<file path="src/rtl/link_act_pkg.sv">
package link_act_pkg;

  localparam logic [3:0] CMD_RES = 4'b0001;
  localparam logic [3:0] CMD_ACT = 4'b0100;
  localparam logic [3:0] CMD_DI  = 4'b1111;

  localparam logic [3:0] IND_RST   = 4'b0001;
  localparam logic [3:0] IND_DEACT = 4'b1111;
  localparam logic [3:0] IND_ACT   = 4'b0100;

  localparam logic [3:0] TX_IDLE = 4'b0000;
  localparam logic [3:0] TX_ACT  = 4'b0001;

  typedef enum logic [1:0] {
    ST_RST   = 2'd0,
    ST_DEACT = 2'd1,
    ST_ACT   = 2'd2
  } actState_t;

  typedef struct packed {
    logic       inDeact;
    logic       countEn;
    logic [3:0] indCode;
    logic [3:0] txState;
  } ctlStrobe_t;

endpackage

</file>
<file path="src/rtl/link_act_ctrl.sv">
module link_act_ctrl
  import link_act_pkg::*;
(
  input  logic       clk,
  input  logic       rstN,
  input  logic       ciValid,
  input  logic [3:0] ciCmd,
  input  logic       rxInfo0,
  input  logic       rxWake,
  input  logic       swOverride,
  output ctlStrobe_t strobe
);

  actState_t state, nextState;
  logic cmdRes, cmdAct, cmdDi;

  assign cmdRes = ciValid && (ciCmd == CMD_RES);
  assign cmdAct = ciValid && (ciCmd == CMD_ACT);
  assign cmdDi  = ciValid && (ciCmd == CMD_DI);

  always_comb begin
    nextState = state;
    if (!swOverride) begin
      if (cmdRes) begin
        nextState = ST_RST;
      end else begin
        case (state)
          ST_RST:   if (cmdDi) nextState = ST_DEACT;
          ST_DEACT: if (cmdAct || rxWake) nextState = ST_ACT;
          ST_ACT: begin
            if (rxInfo0)    nextState = ST_RST;
            else if (cmdDi) nextState = ST_DEACT;
          end
          default: nextState = ST_RST;
        endcase
      end
    end
  end

  always_ff @(posedge clk or negedge rstN) begin
    if (!rstN) state <= ST_RST;
    else       state <= nextState;
  end

  always_comb begin
    strobe.inDeact = (state == ST_DEACT);
    strobe.countEn = (state == ST_DEACT) && rxInfo0;
    case (state)
      ST_DEACT: begin strobe.indCode = IND_DEACT; strobe.txState = TX_IDLE; end
      ST_ACT:   begin strobe.indCode = IND_ACT;   strobe.txState = TX_ACT;  end
      default:  begin strobe.indCode = IND_RST;   strobe.txState = TX_IDLE; end
    endcase
  end

endmodule

</file>
<file path="src/rtl/link_act_dp.sv">
module link_act_dp
  import link_act_pkg::*;
#(
  parameter int TIMER_TICKS = 50000
) (
  input  logic       clk,
  input  logic       rstN,
  input  ctlStrobe_t strobe,
  input  logic       clkHold,
  input  logic       swOverride,
  input  logic [3:0] hostTxCode,
  output logic [3:0] ciInd,
  output logic [3:0] txCode,
  output logic       clkEn
);

  localparam int CNT_W = $clog2(TIMER_TICKS + 1);
  localparam logic [CNT_W-1:0] TERM = CNT_W'(TIMER_TICKS);

  logic [CNT_W-1:0] holdCnt;
  logic             expired;

  assign expired = (holdCnt == TERM);

  always_ff @(posedge clk or negedge rstN) begin
    if (!rstN)               holdCnt <= '0;
    else if (!strobe.countEn) holdCnt <= '0;
    else if (!expired)        holdCnt <= holdCnt + 1'b1;
  end

  assign clkEn  = clkHold || !(strobe.inDeact && expired);
  assign ciInd  = strobe.indCode;
  assign txCode = swOverride ? hostTxCode : strobe.txState;

endmodule

</file>
<file path="src/rtl/link_act_fsm.sv">
module link_act_fsm
  import link_act_pkg::*;
#(
  parameter int TIMER_TICKS = 50000
) (
  input  logic       clk,
  input  logic       rstN,
  input  logic       ciValid,
  input  logic [3:0] ciCmd,
  input  logic       rxInfo0,
  input  logic       rxWake,
  input  logic       clkHold,
  input  logic       swOverride,
  input  logic [3:0] hostTxCode,
  output logic [3:0] ciInd,
  output logic [3:0] txCode,
  output logic       clkEn
);

  ctlStrobe_t strobe;

  link_act_ctrl u_ctrl (
    .clk        (clk),
    .rstN       (rstN),
    .ciValid    (ciValid),
    .ciCmd      (ciCmd),
    .rxInfo0    (rxInfo0),
    .rxWake     (rxWake),
    .swOverride (swOverride),
    .strobe     (strobe)
  );

  link_act_dp #(.TIMER_TICKS(TIMER_TICKS)) u_dp (
    .clk        (clk),
    .rstN       (rstN),
    .strobe     (strobe),
    .clkHold    (clkHold),
    .swOverride (swOverride),
    .hostTxCode (hostTxCode),
    .ciInd      (ciInd),
    .txCode     (txCode),
    .clkEn      (clkEn)
  );

endmodule

</file>
<file path="config.mk">
export PLATFORM = sky130hd
export DESIGN_NAME = link_act_fsm
export DESIGN_NICKNAME = d
export VERILOG_FILES = /design/src/rtl/link_act_pkg.sv /design/src/rtl/link_act_ctrl.sv /design/src/rtl/link_act_dp.sv /design/src/rtl/link_act_fsm.sv
export SDC_FILE = /design/constraint.sdc
export NUM_CORES = 1
export LEC_CHECK = 0
export ABC_AREA = 1
export ABC_CLOCK_PERIOD_IN_PS = 3200
export BUFFER_PORTS_ARGS = -buffer_cell sky130_fd_sc_hd__buf_2
export CELL_PAD_IN_SITES_DETAIL_PLACEMENT = 0
export CELL_PAD_IN_SITES_GLOBAL_PLACEMENT = 2
export CORE_MARGIN = 3
export CORE_UTILIZATION = 32
export DETAILED_ROUTE_END_ITERATION = 10
export HOLD_SLACK_MARGIN = 0.05
export PLACE_DENSITY = 0.95
export SYNTH_ARGS = -nofsm -noshare
export SYNTH_HDL_FRONTEND = slang
export SYNTH_SLANG_ARGS = --single-unit
</file>
<file path="constraint.sdc">
create_clock -name clk -period 3.2 [get_ports clk]
set_input_delay 0.48 -clock clk [delete_from_list [all_inputs] [get_ports clk]]
set_output_delay 0.48 -clock clk [all_outputs]
set_load 0.1 [all_outputs]
</file>
==> summary.txt, run 1 <==
Clock network
  • Post-CTS Setup Bufs: 0
  • Root Driver: clkbuf_8
  • CTS Buffer Depth: 2
  • CTS tree: yes
  • Clk_lat worst skew: ~250 ps
  • CTS clk-pin slew, worst paths: 70 ps
  • H-tree depth: 1
  • Clk sinks: 18
  • CTS resizes: 0
  • TritonCTS buffer count: 3
  • # hold bufs at CTS: 0

Setup path
  • Crit start category: flip-flop
  • Critical path data arrival time: 1650 ps
  • Critical Path RT: 2720 ps
  • Element type at the critical path end: output pin
  • Worst path slowest cell: dfrtp_1
  • Critical path buffer and inverter count: 3
  • Kind of critical path: reg -> out
  • Most used cell, CP: inv_1
  • CP peak stage delay: 430 ps
  • Crit path cell chain: inv_1 -> ha_1 -> inv_1 -> nor2_1 -> nand3_1 -> buf_2
  • Crit path max-delay family: buffers and inverters
  • Worst Path Max Fanout: 6

Finish
  • # fillers: 424
  • Post-Layout Cell Count: approximately 250
  • Area used by multi-input combinational logic: between 600 and 700 um2
  • Final nets: 228
  • Synth-to-layout area growth: 16.6%
  • Share of cells above drive strength 1: 0.162
  • N_diodes: 0
  • FF+latch area: 450 um2

STA
  • Worst slew pin tran: 489 ps
  • Final Hold Fails: 0
  • Fin crit share: 0.664
  • Slew HR: 0.676
  • Unrepaired setup endpoints after global routing: false
  • Min Clock Period, post-route: 2130 ps
  • Final clock skew: 3.49 ps
  • Final Slew Violations: 0
  • Count of final setup violators: 0
  • Setup TNS: 0 ps
  • Highest attainable clock frequency: approximately 470 MHz

Detailed routing
  • DRC violations left: 0
  • WL final: 2770 um
  • Drt first pass iters: 4
  • Wire per inst: about 11 um
  • Via Count: ~1200
  • Initial DRC count: 60
  • DR vias/cell: around 4.7
  • DRT antenna net count: 0

Run
  • Max cap viols: 0

Place
  • Post-placement cell count: 248
  • Final HPWL DP: about 2200 um
  • RD Place Congestion: 0.756
  • Buffers on Ports: 23

Synthesis
  • Adder-Cell Fraction of Synth Area: 0.0790
  • Post-Synth XOR/XNOR Area: 0.0207
  • Cell taking the most area after synthesis: dfrtp_1
  • Post-synth cell types: 19
  • Largest family of logic cells by synthesized area: simple AND/OR/NAND/NOR gates
  • Simple-gate portion of the synthesized area: 0.365
  • Synth top area cells: dfrtp_1 36%, nand2_1 11%, inv_1 9.5%
  • Synth Area in Compound Gates: 0.0691
  • Synth Instances: 180
  • Post-synthesis mux area share: 0
  • Syn avg cell area: 7.04 um2
  • Synth warnings: 0
  • Sequential fraction of the synthesis area: 0.355
  • Mapped Nets: around 200
  • Share of Yosys cell area claimed by the top area cell type: 0.355
  • Post-Syn Area: around 1300 um2
  • #FFs+latches synth: 18

Power and ir drop
  • VDD IR-drop max: 0.450 mV
  • Leakage: 0.711 nW
  • PwrDens: 544 nW/um2
  • Tot Pwr: approximately 800 uW

GRT
  • First-pass GRT wire length: 4720 um
  • Total track usage: 0.134
  • Vias in the first global route: between 1000 and 1500
  • Total gr overflow: 0
  • Largest net degree at the start of global routing: 19
  • Initial antenna violation count: 0

Min path
  • Worst Hold Class: in -> async

Floorplanning
  • Starting density of the core: 0.339
  • Die height: 68.9 um
  • Die area: 4750 um2
  • Site Rows: 22
  • Top Ports: 24
  • Core Region: roughly 3700 um2
  • Die X: 68.9 um

Run status
  • Status: completed
==> synth_stat cells, drive strengths merged <==
master  count
nor3        4
nor2       27
ha          8
buf         3
nand3      21
o21ai       8
dfrtp      18
a21oi       5
inv        32
a31oi       3
nand3b      1
xor2        3
nand4      10
nand2      37
==> cells in the final DEF (no fill, tap or decap), drive strengths merged <==
| cell | count |
|---|---|
| clkbuf | 4 |
| nand2 | 37 |
| nand4 | 10 |
| xor2 | 3 |
| nand3 | 21 |
| dfrtp | 18 |
| nand3b | 1 |
| ha | 8 |
| nor2 | 27 |
| buf | 23 |
| nor3 | 4 |
| o21ai | 8 |
| a21oi | 5 |
| inv | 32 |
| a31oi | 3 |
==> worst paths after layout <==
path	start	end	slack, ps	cells past startpoint
max in group asynchronous	rstN	u_dp.holdCnt[5]	2740	1
min in group clk	ciValid	u_ctrl.state[1]	560	4
worst min-delay path	rstN	u_dp.holdCnt[15]	160	1
worst min register to register	u_dp.holdCnt[9]	u_dp.holdCnt[9]	570	2
worst max register to register	u_ctrl.state[1]	u_dp.holdCnt[0]	1500	7
worst max-delay path	u_ctrl.state[1]	clkEn	1070	6
==> stage by stage <==
step	area (um2)	hold slack (ps)	utilization	setup slack (ps)
3_3_place_gp	1420	450	0.380	1390
6_report	1480	161	0.395	1070
2_1_floorplan	1270	184	-	978
5_1_grt	1480	179	0.395	964
3_5_place_dp	1420	450	0.380	1350
4_1_cts	1480	167	0.395	1050
==> metal layers <==
metal	GRT usage	routed length [um]
met3	0.0340	100
met2	0.218	1250
met4	0.0365	34
met1	0.175	1380
met5	0	0
==> kinds of logic (layout without fill, tap and decap cells) <==
logic type | after synthesis | in the layout
buf+inv | 35 | 59
compound gates | 16 | 16
fa+ha+maj | 8 | 8
xor+xnor | 3 | 3
flops | 18 | 18
simple gates | 100 | 100
==> power by group <==
| part | internal (mW) | switching [mW] | total, mW |
|---|---|---|---|
| Sequential | 0.239 | 0.0157 | 0.255 |
| Combinational | 0.0661 | 0.295 | 0.361 |
| Clock | 0.109 | 0.0793 | 0.189 |
==> flip-flops by register name, summed over array words and instances, names as in the netlist <==
signal	flops
u_ctrl.state	2
u_dp.holdCnt	16
==> cell type report <==
class | instances | share of cell area
clock buffers | 4 | 0.0373
inverters | 32 | 0.0813
multi-input cells | 127 | 0.458
flip-flops and latches | 18 | 0.305
well taps | 48 | 0.0406
repair buffers | 23 | 0.0779
No activity file was read; power rests on OpenSTA's default activity.
==> run 2, diff against run 1 <==
--- a/config.mk
+++ b/config.mk
@@ -6,15 +6,15 @@
 export NUM_CORES = 1
 export LEC_CHECK = 0
 export ABC_AREA = 1
-export ABC_CLOCK_PERIOD_IN_PS = 3200
+export ABC_CLOCK_PERIOD_IN_PS = 1700
 export BUFFER_PORTS_ARGS = -buffer_cell sky130_fd_sc_hd__buf_2
 export CELL_PAD_IN_SITES_DETAIL_PLACEMENT = 0
 export CELL_PAD_IN_SITES_GLOBAL_PLACEMENT = 2
 export CORE_MARGIN = 3
-export CORE_UTILIZATION = 32
+export CORE_UTILIZATION = 27
 export DETAILED_ROUTE_END_ITERATION = 10
 export HOLD_SLACK_MARGIN = 0.05
-export PLACE_DENSITY = 0.95
+export PLACE_DENSITY = 0.86
 export SYNTH_ARGS = -nofsm -noshare
 export SYNTH_HDL_FRONTEND = slang
 export SYNTH_SLANG_ARGS = --single-unit
==> constraint.sdc (replaced) <==
create_clock -name clk -period 1.7 [get_ports clk]
set_input_delay 0.255 -clock clk [delete_from_list [all_inputs] [get_ports clk]]
set_output_delay 0.255 -clock clk [all_outputs]
set_load 0.1 [all_outputs]
==> summary.txt, run 2 (same netlist as run 1, synthesis figures left out) <==
GRT
  • Vias in the first global route: 1145
  • Initial antenna violation count: 0
  • Total track usage: 0.114
  • First-pass GRT wire length: 4950 um
  • Largest net degree at the start of global routing: 19
  • Total gr overflow: 0

Setup path
  • CP peak stage delay: 400 ps
  • Most used cell, CP: nand3_2
  • Worst r2r src: u_dp.holdCnt[0]
  • Worst path slowest cell: dfrtp_1
  • Critical path data arrival time: between 1000 and 1500 ps
  • R2r setup slk: 240 ps
  • Crit path max-delay family: flip-flops
  • R2r worst-path depth: 7
  • Element type at the critical path end: output pin
  • Critical Path RT: 1440 ps
  • Crit path cell chain: inv_2 -> ha_4 -> nand3_2 -> nor2_4 -> nand3_2 -> buf_12
  • Critical path buffer and inverter count: 2
  • Kind of critical path: reg -> out
  • Crit start category: flip-flop
  • CP startpoint: u_dp.holdCnt[0]
  • Worst Path Max Fanout: 2
  • RR Endpoint: u_dp.holdCnt[8]

Detailed routing
  • DRC violations left: 0
  • DR vias/cell: 4.57
  • Via Count: between 1000 and 1500
  • DRT antenna net count: 0
  • Initial DRC count: between 50 and 60
  • Drt first pass iters: 4
  • WL final: 2990 um
  • Wire per inst: roughly 11 um

Run
  • Max cap viols: 0

Min path
  • Hold_sp: rxInfo0
  • Worst Hold End: u_dp.holdCnt[11]
  • Hold depth: 4
  • Worst Hold Class: in -> reg

STA
  • Count of final setup violators: 0
  • Final Hold Fails: 0
  • Slew HR: 0.677
  • Setup TNS: 0 ps
  • Min Clock Period, post-route: roughly 1600 ps
  • Final Slew Violations: 0
  • WHS: ~360 ps
  • Final clock skew: around 2.6 ps
  • Highest attainable clock frequency: roughly 610 MHz
  • Worst slew pin tran: 488 ps
  • Fin crit share: 0.965

Clock network
  • H-tree depth: 1
  • Clk_lat worst skew: 260 ps
  • CTS clk-pin slew, worst paths: around 80 ps
  • Clk sinks: 18
  • CTS tree: yes
  • Root Driver: clkbuf_8
  • CTS Buffer Depth: 2
  • TritonCTS buffer count: 3

Finish
  • Synth-to-layout area growth: 35.8%
  • Final non-filler cell area: 1720 um2
  • Final nets: 242
  • N_diodes: 0
  • Most frequent cells in the layout: 36 x nand2_1, 27 x inv_1, 22 x nor2_1
  • Top reg by flops: u_dp.holdCnt
  • Max reg flops: 16
  • Most common cell after layout, fill and taps aside: nand2_1
  • Post-Layout Cell Count: 270
  • Top Registers: u_dp.holdCnt x16, u_ctrl.state x2
  • Share of cells above drive strength 1: 0.280

Power and ir drop
  • Flop pwr share: 0.265
  • Switching power share of the total: 0.448
  • Internal: 972 uW
  • NetSw: 788 uW
  • Leakage: 0.811 nW
  • Combinational power share: 0.527
  • VDD IR-drop max: around 1.2 mV
  • Power share of the clock group: 0.207
  • Tot Pwr: around 1.8 mW
  • PwrDens: 1020 nW/um2

Place
  • RD Place Congestion: 0.718
  • Buffers on Ports: 23
  • Post-placement cell count: 257
  • Placed cell area: 1560 um2
  • Final HPWL DP: around 2200 um

Floorplanning
  • Die area: ~5600 um2
  • Die height: 74.5 um
  • Die X: 74.5 um
  • Core Region: 4440 um2
  • Site Rows: 24
  • Starting density of the core: 0.285
  • Top Ports: 24

Run status
  • Status: completed
==> run 2: cell types whose count changed in the layout (fill, tap and decap cells not counted), sizes merged <==
cell / delta
dlygate4sd3: +1
buf: +13
==> run 2: timing repair <==
action                     in CTS  in global routing
pin swaps                       2                  4
resized for setup               5                 10
hold endpoints to repair       18                  0
hold buffers                    1                  0
setup buffers                   4                  4
setup endpoints to repair       1                  1
==> run 2: per-stage QoR <==
step | setup WS, ps | util
final | 59.1 | 0.387
after floorplan | 22.7 | -
after CTS | 9.94 | 0.377
after global routing | -25.0 | 0.387
after global placement | 192 | 0.352
after detailed placement | 95.1 | 0.352
==> run 2: worst max path at each step <==
stage | slack, ps | to | cells past startpoint
2_1_floorplan | 20 | ciInd[3] | 3
3_3_place_gp | 190 | clkEn | 6
3_5_place_dp | 100 | clkEn | 6
4_1_cts | 10 | clkEn | 5
5_1_grt | -30 | clkEn | 5
6_report | 60 | clkEn | 6
==> run 2: cell type report <==
class / count / area (um2)
flip-flops and latches: 18 / 454
repair buffers: 37 / 313
well taps: 52 / 65.1
clock buffers: 4 / 55.1
multi-input cells: 127 / 714
inverters: 32 / 120
fillers: 476 / 2720
==> run 2: worst register-to-register path, delay by kind of cell, from the launching register on <==
family,cells,cell delay (ps)
flops,1,380
compound gates,2,300
simple gates,2,290
buf+inv,2,210
fa+ha+maj,1,170
==> run 2: metal layers <==
metal,wire length [um],share of wire,vias up,track usage
met5,0,0,-,0
li1,-,-,656,-
met4,10,0.0033,0,0.0178
met2,1380,0.46,28,0.180
met3,163,0.054,2,0.0311
met1,1440,0.48,548,0.159
==> run 2: power groups by stage <==
stage / Combinational (mW) / Clock (mW) / Sequential [mW]
after floorplan: 0.605 / 0 / 0.482
after global placement: 0.925 / 0 / 0.477
after detailed placement: 0.915 / 0 / 0.476
after CTS: 0.935 / 0.377 / 0.466
after global routing: 0.990 / 0.384 / 0.470
final: 0.929 / 0.365 / 0.467
